File: src/rtl/cds_pixel_former.sv
module cds_pixel_former #(
  parameter int W    = 12,
  parameter int DW   = 8,
  parameter int NPIX = 150
) (
  input  logic          clk,
  input  logic          rst_n,
  input  logic          rst_pulse,
  input  logic          xfer_clk,
  input  logic          rd_en,
  input  logic          cal_mode,
  input  logic [DW-1:0] ref_delay,
  input  logic [DW-1:0] sig_delay,
  input  logic [W-1:0]  sat_thresh,
  input  logic [W-1:0]  adc_data,
  input  logic          adc_valid,
  output logic          strobe_ref,
  output logic          strobe_sig,
  output logic [W-1:0]  pix_data,
  output logic          pix_valid,
  output logic          pix_sat
);
  localparam int CW = $clog2(NPIX + 1);
  localparam int AW = W + CW;
  localparam logic [1:0] T_NONE = 2'd0, T_REF = 2'd1, T_SIG = 2'd2;

  logic          rp_q, xc_q, rarm, sarm, have_ref;
  logic [DW-1:0] rcnt, scnt;
  logic [1:0]    want;
  logic [W-1:0]  ref_q, preload_q;
  logic [AW-1:0] acc;
  logic [CW-1:0] ccnt;

  wire rp_fall = rp_q & ~rst_pulse;
  wire xc_fall = xc_q & ~xfer_clk;
  wire [W-1:0] amp   = (ref_q > adc_data) ? ref_q - adc_data : '0;
  wire [W-1:0] light = (preload_q > amp) ? preload_q - amp : '0;
  wire pix_fire = rd_en & adc_valid & (want == T_SIG) & have_ref;

  always_ff @(posedge clk) begin
    if (!rst_n) begin
      rp_q <= 1'b0; xc_q <= 1'b0;
      rarm <= 1'b0; sarm <= 1'b0;
      rcnt <= '0;   scnt <= '0;
      strobe_ref <= 1'b0; strobe_sig <= 1'b0;
    end else begin
      rp_q <= rst_pulse;
      xc_q <= xfer_clk;
      strobe_ref <= rd_en & ~rp_fall & rarm & (rcnt <= DW'(1));
      strobe_sig <= rd_en & ~xc_fall & sarm & (scnt <= DW'(1));
      if (!rd_en) rarm <= 1'b0;
      else if (rp_fall) begin rarm <= 1'b1; rcnt <= ref_delay; end
      else if (rarm) begin
        if (rcnt <= DW'(1)) rarm <= 1'b0;
        else rcnt <= rcnt - DW'(1);
      end
      if (!rd_en) sarm <= 1'b0;
      else if (xc_fall) begin sarm <= 1'b1; scnt <= sig_delay; end
      else if (sarm) begin
        if (scnt <= DW'(1)) sarm <= 1'b0;
        else scnt <= scnt - DW'(1);
      end
    end
  end

  always_ff @(posedge clk) begin
    if (!rst_n) begin
      want <= T_NONE; have_ref <= 1'b0; ref_q <= '0;
      pix_valid <= 1'b0; pix_data <= '0; pix_sat <= 1'b0;
    end else begin
      pix_valid <= 1'b0;
      if (!rd_en) begin
        want <= T_NONE;
        have_ref <= 1'b0;
      end else begin
        if (adc_valid) begin
          want <= T_NONE;
          if (want == T_REF) begin
            ref_q <= adc_data;
            have_ref <= 1'b1;
          end else if (pix_fire) begin
            pix_valid <= 1'b1;
            pix_data  <= light;
            pix_sat   <= amp < sat_thresh;
            have_ref  <= 1'b0;
          end
        end
        if (strobe_ref) want <= T_REF;
        else if (strobe_sig) want <= T_SIG;
      end
    end
  end

  always_ff @(posedge clk) begin
    if (!rst_n) begin
      preload_q <= '1; acc <= '0; ccnt <= '0;
    end else if (!cal_mode) begin
      acc <= '0; ccnt <= '0;
    end else if (pix_fire) begin
      if (ccnt == CW'(NPIX - 1)) begin
        preload_q <= W'((acc + AW'(amp)) / AW'(NPIX));
        acc <= '0; ccnt <= '0;
      end else begin
        acc  <= acc + AW'(amp);
        ccnt <= ccnt + CW'(1);
      end
    end
  end

  assert_ref_single_R3: assert property (@(posedge clk) disable iff (!rst_n)
    strobe_ref |=> !strobe_ref);
  assert_sig_single_R3: assert property (@(posedge clk) disable iff (!rst_n)
    strobe_sig |=> !strobe_sig);
  assert_idle_no_strobe_R8: assert property (@(posedge clk) disable iff (!rst_n)
    !rd_en |=> !strobe_ref && !strobe_sig && !pix_valid);
  assert_pix_one_cycle_R4: assert property (@(posedge clk) disable iff (!rst_n)
    pix_valid |=> !pix_valid);
  assert_light_bound_R6: assert property (@(posedge clk) disable iff (!rst_n)
    pix_valid |-> pix_data <= $past(preload_q));
  assert_dark_sat_R7: assert property (@(posedge clk) disable iff (!rst_n)
    pix_valid && pix_data == $past(preload_q) && $past(preload_q) != '0
      && $past(sat_thresh) != '0 |-> pix_sat);
endmodule

File: config.mk
export PLATFORM = sky130hd
export DESIGN_NAME = cds_pixel_former
export DESIGN_NICKNAME = d
export VERILOG_FILES = /design/src/rtl/cds_pixel_former.sv
export SDC_FILE = /design/constraint.sdc
export NUM_CORES = 1
export LEC_CHECK = 0
export BUFFER_PORTS_ARGS = -buffer_cell sky130_fd_sc_hd__buf_2
export CORE_ASPECT_RATIO = 0.6
export CORE_MARGIN = 4
export CORE_UTILIZATION = 65
export CTS_BUF_LIST = sky130_fd_sc_hd__clkbuf_8
export CTS_CLUSTER_DIAMETER = 200
export CTS_CLUSTER_SIZE = 12
export DETAILED_ROUTE_END_ITERATION = 10
export HOLD_SLACK_MARGIN = 0.15
export PLACE_DENSITY_LB_ADDON = 0.2
export RECOVER_POWER = 25
export SLEW_MARGIN = 20
export SYNTH_ARGS = -nofsm -noshare
export SYNTH_HDL_FRONTEND = slang
export SYNTH_SLANG_ARGS = --single-unit
File: constraint.sdc
create_clock -name clk -period 28.9 [get_ports clk]
set_input_delay 5.78 -clock clk [delete_from_list [all_inputs] [get_ports clk]]
set_output_delay 5.78 -clock clk [all_outputs]
set_load 0.02 [all_outputs]
# == Word level (Yosys, flattened, before mapping) ==
# Cells that the tools add are included.
# op_classes
div_mod_pow,1
reduce_logical,15
mux,22
addsub,6
n_bitwise,19
n_eq_ne,5
n_lt_le_gt_ge,5
# op_table
operator,count
$mux W8,7
$gt A12 B12 Y1,2
$mux W12,2
$sub A12 B12 Y12,2
$add A20 B12 Y20,1
$div A20 B8 Y20 const B,1
$mux W20,1
$le A8 B1 Y1 const B,2
$sub A8 B1 Y8 const B,2
$lt A12 B12 Y1,1
$reduce_and A3 Y1,4
$and A1 B1 Y1,11
$mux W1,10
$add A8 B1 Y8 const B,1
$eq A8 B8 Y1 const B,1
$not A1 Y1,8
$reduce_bool A2 Y1,4
$reduce_and A2 Y1,3
$mux W2,2
$ne A2 B2 Y1 const B,2
$reduce_and A4 Y1,1
$reduce_or A4 Y1,1
$reduce_bool A3 Y1,1
$reduce_or A3 Y1,1
other kinds (2),2
# word_totals
input_bits,47
elab_cells,91
reg_bits,91

# == Depth between registers and ports, before layout ==
# Gate-level depths: netlist of the first run.
# logic_depth
ltp_word,6
depth_mapped,65
ltp_nobuf,54

# == Worst setup path after synthesis of the first run ==
# Ideal clock, no wire load.
# synth_path
path_type,input -> register
startpoint,in adc_data[2]
endpoint,reg preload_q[0]
path_stages,54
path_slack_ns,10.812
arrival_time_ns,17.971
required_time_ns,28.783
cell_sequence,inv_1 > ha_1 > nor2b_1 > o21ai_0 > nand2b_1 > a21o_1 > a21o_1 > a21o_1 > a21o_1 > a21o_1 > a21o_1 > a21o_1 > a21oi_1 > or3_1 > inv_1 > ha_1 > a211oi_4 > nor2_2 > (+18 left out) > mux2i_1 > or2_0 > buf_2 > or4_1 > nand2_1 > a21oi_4 > o311ai_2 > nand2b_1 > o21a_1 > buf_6 > mux2_4 > a31oi_4 > mux2i_1 > xor2_1 > or3_1 > a21oi_1 > o2111ai_1 > o22a_1
# synth_between
elab_chain_len,4
# synth_lines
element,line,source
start: declaration,15,"input logic [W-1:0] adc_data,"
$sub A12 B12 Y12 or $gt A12 B12 Y1 (tied branches),36,wire [W-1:0] amp = (ref_q > adc_data) ? ref_q - adc_data : '0;
$mux W12 *,36,
$add A20 B12 Y20 *,101,preload_q <= W'((acc + AW'(amp)) / AW'(NPIX));
$div A20 B8 Y20 *,101,
end signal: assignment,101,
end: declaration,30,"logic [W-1:0] ref_q, preload_q;"
# Every way passes the cells marked *; elsewhere a longest branch is shown, timed or not.
# A chain may end at the register's enable or synchronous reset.

# == Worst setup path after layout of the first run ==
# Same ends and word-level chain as after synthesis.

==> results of run 1 <==
[layout make-up]
cell class	instances	area [um^2]	area share (%)
Clock buffer	9	123.9	1.122
Clock inverter	7	78.83	0.7141
Inverter	62	232.7	2.108
Multi-Input combinational cell	1216	8168	74.00
Sequential cell	91	1822	16.50
Tap cell	203	254.0	2.301
Timing Repair Buffer	71	359.1	3.253
[power groups by stage]
| stage | combinational, mW | clock [mW] | sequential [mW] |
|---|---|---|---|
| after floorplan | 0.0118 | 0 | 0.130 |
| after global placement | 0.0188 | 0 | 0.130 |
| after detailed placement | 0.0189 | 0 | 0.130 |
| after CTS | 0.0191 | 0.0897 | 0.127 |
| after global routing | 0.0215 | 0.0940 | 0.127 |
| final | 0.0195 | 0.0892 | 0.127 |
[worst max-delay path, delay by kind of cell]
| kind | cells | cell delay (ns) |
|---|---|---|
| adders and majority gates | 2 | 0.74 |
| and+or+nand+nor | 11 | 2.97 |
| xor gates and xnor gates | 3 | 0.90 |
| buffers and inverters | 3 | 0.21 |
| muxes | 7 | 2.23 |
| AOI/OAI and AO/OA | 28 | 8.23 |
[worst paths after layout]
kind,startpoint,end,slack (ns)
worst max register to register,ref_q[0],preload_q[0],13.30
worst min register to register,strobe_ref,want[1],0.46
worst min-delay path,strobe_ref,want[1],0.46
worst max-delay path,adc_data[2],preload_q[0],8.11
[state kept, by name, indices dropped and copies added, names as in the netlist, 2 cells and up]
register	cells
ccnt	8
rcnt	8
ref_q	12
pix_data	12
want	2
acc	20
scnt	8
preload_q	12
[placed cells by master, fill, tap and decap left out, types with 20 or more instances in the layout]
| cell type | n |
|---|---|
| nor2_1 | 178 |
| nand2_1 | 142 |
| a21oi_1 | 104 |
| dfxtp_1 | 91 |
| inv_1 | 62 |
| o21ai_0 | 57 |
| ha_1 | 53 |
| buf_2 | 50 |
| nor3_1 | 46 |
| xnor2_1 | 41 |
| a21o_1 | 40 |
| a22oi_1 | 38 |
| nand3_1 | 36 |
| o211ai_1 | 31 |
| xor2_1 | 28 |
| mux2i_1 | 23 |
| a211oi_1 | 20 |
[logic make-up after synthesis]
group | after synthesis | share of synthesized area [%]
buffers and inverters | 127 | 5.167
DFF | 91 | 17.29
and+or+nand+nor | 544 | 24.24
AOI/OAI and AO/OA | 504 | 36.11
adders and majority gates | 61 | 7.352
muxes | 33 | 3.326
xor gates and xnor gates | 74 | 6.509
[metal layers]
layer | share of wire [%] | up-vias | global-route usage (%)
met2 | 39 | 666 | 44.34
met3 | 13 | 37 | 8.880
met4 | 0.90 | 2 | 4.262
met5 | 0.042 | - | 0
met1 | 48 | 5282 | 52.48
li1 | - | 5415 | -
[through the flow]
stage               hold WS [ns]  worst slack, ns  cells
floorplan                 0.4363            10.81   1434
global route              0.4947            7.197   1659
CTS                       0.4697            8.482   1659
detailed placement        0.4551            8.142   1643
global placement          0.4447            8.942   1643
finish                    0.4629            8.112   1659
==> metrics.yaml, run 1 <==
place_area_mm2: 0.01085
num_vias: 11400
synthTopCellsByArea: "dfxtp_1 17%, nor2_1 6.3%, ha_1 6.3%"
first_pass_iters: 6
tightest_slew_ns: 1.407
rsz0062_at_grt: "no"
synth_nets: 1537
setup_violations: 0
drv_cap: 0
crit_slowest_cell: "a211oi_2"
gp_congestion: 1.030
clockRootBuffer: "clkbuf_8"
synth_most_common_cell: "nor2_1"
netlist.area_leader.share_pct: 17.29
ys.flop_type: "dfxtp_1"
clk_path_buf_depth: 2
initialDrtViolationCount: 1294
end_kind: "flop"
nFillCells: 1286
p_leak_nw: 4.509
final_cell_area_mm2: 0.01104
numClockSinks: 91
n_antenna_cell: 0
syn_area_mm2: 0.01053
wirelength_um: 30990
yosys.area.top_type: "dfxtp_1"
hold_path_depth: 1
cts_buffers: 9
clkPwrFrac_pct: 37.8
powerDensity_mw_per_mm2: 21.36
ir_worst_vdd_mv: 0.02168
clock_latency_ns: 0.38
pwr-share-comb_pct: 8.3
synth_cells: 1434
post-route-min-period_ns: 20.79
ys_async_sr_fraction_pct: 0
relSlewSlack_pct: 6.168
cts_resized: 0
fmax_mhz: 48.10
die_area_mm2: 0.01837
finClkSkew_ns: 0.01818
grt_first_pass_wirelength_um: 50310
fin_util_pct: 70.80
drc: 0
yosys_warnings: 0
grt_start_max_net_pins: 32
yosysUniqueCellTypes: 119
hold_path_class: "reg -> reg"
synth-seq-cells: 91
ios: 63
grt_pass1_vias: 9988
crit_arrival_ns: 21.12
clk_pin_slew_ns: 0.12
drive_above_1_share_pct: 10.65
internal_power_mw: 0.1683
finalNetCount: 1554
core_mm2: 0.01559
hold_viol: 0
p_sw_mw: 0.06753
outcome: "complete, no violations"
cp_max_fo: 14
hold_buffers: 0
post-route-period-util_pct: 71.93
wl_per_cell_um: 18.68
synth_edf_count: 0
start_util_pct: 67.57
cts_tree: "yes"
slew_viol_final: 0
fin_tns_setup_ns: 0
grt_antenna_before_repair: 1
viasPerCell: 6.873
synthTopCellsByCount: "178 x nor2_1, 142 x nand2_1, 104 x a21oi_1, 91 x dfxtp_1, 62 x inv_1"
portBuffers: 62
die_w_um: 172.3
required_ns: 29.23
die_h_um: 106.6
postRouteAntennaNets: 0
crit_type: "in -> reg"
switching_share_pct: 28.64
ys_seq_area_share_pct: 17.29
seqPwrFrac_pct: 53.9
htree_levels: 3
rows: 35
grt_usage_pct: 32.90
rr_worst_depth: 54
place_hpwl_um: 24250
cp-start-kind: "input port"
avgSynthCellArea_um2: 7.346
cpPeakStageDelay_ns: 0.70
grt_overflow_total: 0
crit_top_cell: "a21o_1"
area_delta_synth_final_pct: 4.787
p_total_mw: 0.2358
cts_setup_buffers: 0
(Power assumes the default switching activity.)
==> run 2: changes to the inputs <==
- ABC_AREA: not set -> 1
- CORE_UTILIZATION: 65 -> 64
- clock period: 28.9 -> 20.1 ns (I/O delays scaled with it)
==> metrics.yaml, run 2 <==
netlist.area_leader.share_pct: 20.12
wl_per_cell_um: 13.30
final_cell_area_mm2: 0.009764
synth-compound-area-share_pct: 13.97
final_cell_mix: "447 x nand2_1, 219 x inv_1, 114 x nor2_1, 107 x a21oi_1, 99 x nand3_1"
initialDrtViolationCount: 993
num_vias: 9624
synth-xor-area-share_pct: 3.578
rsz0062_at_grt: "no"
crit_top_cell: "nand2_1"
ir_worst_vdd_mv: 0.02745
n_antenna_cell: 0
wirelength_um: 23370
synth_fa_ha_area_share_pct: 7.986
core_mm2: 0.01375
synthTopCellsByArea: "dfxtp_1 20%, nand2_1 19%, inv_1 9.1%"
synthTopCellsByCount: "447 x nand2_1, 219 x inv_1, 116 x nor2_1, 107 x a21oi_1, 99 x nand3_1"
end_kind: "flop"
rows: 33
finalNetCount: 1663
numClockSinks: 91
cts_buffers: 9
clk_pin_slew_ns: 0.10
powerDensity_mw_per_mm2: 34.89
grt_antenna_before_repair: 0
yosys_warnings: 0
relSlewSlack_pct: 14.35
cp_top_family: "simple AND/OR/NAND/NOR gates"
post-route-period-util_pct: 79.72
grt_pass1_vias: 8368
ys.flop_type: "dfxtp_1"
dp_slack_ns: 4.010
ios: 63
ys_async_sr_fraction_pct: 0
largest_reg_flops: 20
avgSynthCellArea_um2: 6.033
timing.final.ws_setup_ns: 4.076
htree_levels: 3
drv_cap: 0
cp_max_fo: 11
required_ns: 20.38
synth_nets: 1604
tightest_slew_ns: 1.285
grt_overflow_total: 0
hold_buffers: 0
clk_path_buf_depth: 2
grt_usage_pct: 28.69
portBuffers: 62
clockRootBuffer: "clkbuf_8"
finClkSkew_ns: 0.01190
grt_first_pass_wirelength_um: 39270
synth-simple-area-share_pct: 43.23
crit_slowest_cell: "fa_1"
cpPeakStageDelay_ns: 0.43
syn_area_mm2: 0.009056
cts_setup_buffers: 0
synth_cells: 1501
synth-seq-cells: 91
cts_resized: 0
synth_edf_count: 0
drive_above_1_share_pct: 13.55
hold_path_class: "reg -> reg"
viasPerCell: 5.478
crit_arrival_ns: 16.31
postRouteAntennaNets: 0
cts_tree: "yes"
worst-path-buf-inv: 8
place_hpwl_um: 18760
clock_latency_ns: 0.38
post-route-min-period_ns: 16.02
start_util_pct: 65.87
outcome: "complete, no violations"
yosys.area.top_type: "dfxtp_1"
setup_violations: 0
die_area_mm2: 0.01618
synth.area.mux_share_pct: 0
slew_viol_final: 0
synth_most_common_cell: "nand2_1"
fin_tns_setup_ns: 0
p_total_mw: 0.3406
stdcell_count: 1757
fmax_mhz: 62.41
grt_start_max_net_pins: 39
regMostFlops: "acc"
dp.cells: 1740
p_leak_nw: 5.162
die_h_um: 100.1
area_delta_synth_final_pct: 7.820
crit_type: "in -> reg"
drc: 0
hold_viol: 0
cp-start-kind: "input port"
ys_seq_area_share_pct: 20.12
final_common_cell: "nand2_1"
yosysUniqueCellTypes: 49
first_pass_iters: 6
die_w_um: 161.6
synth_top_family_by_area: "simple AND/OR/NAND/NOR gates"
place_area_mm2: 0.009552
gp_congestion: 0.9827
## run 2: report_power, final
part | switching (mW) | internal (mW)
Sequential | 0.000661 | 0.181
Combinational | 0.0156 | 0.00942
Clock | 0.0717 | 0.0622
## run 2: cell families (layout without fill, tap and decap cells)
group,count (synthesis),in the layout
AO/OA/AOI/OAI,222,222
flip-flops,91,91
XOR/XNOR,37,37
buffers and inverters,263,327
adder cells (fa/ha/maj),56,56
AND/OR/NAND/NOR,832,832
## run 2: worst reg2reg max path: cells and delay by family (launching register included)
family | cells | cell delay (ns)
simple gates | 76 | 8.84
compound gates | 12 | 1.58
fa+ha+maj | 3 | 0.92
buf+inv | 8 | 0.86
flops | 1 | 0.35
## run 2: metal layers
metal	vias to the layer above	wire, um	global-route usage, %
met5	-	0	0
met4	0	306	5.767
met3	26	1746	4.678
met2	358	9114	41.31
met1	4286	12200	44.87
li1	4954	-	-
## run 2: final cells by class
cell class	count	area, um^2
inverters	243	912.1
repair buffers	68	347.8
well taps	192	240.2
clock buffers	10	137.6
multi-input cells	1147	6232
clock inverters	6	72.57
flip-flops and latches	91	1822
fillers	1202	3985
## run 2: worst paths after layout
path / from / slack (ns) / to / depth (start not counted)
hold reg to reg: rarm / 0.45 / strobe_ref / 2
hold / removal: rarm / 0.45 / strobe_ref / 2
setup reg to reg: ref_q[0] / 7.45 / preload_q[0] / 99
setup / recovery: adc_data[0] / 4.08 / preload_q[0] / 99
## run 2: metrics by stage
stage	util [%]	hold slack, ns
after floorplan	-	0.4193
after global placement	69.47	0.4365
after detailed placement	69.47	0.4364
after CTS	71.00	0.4548
after global routing	71.02	0.4620
final	71.02	0.4530
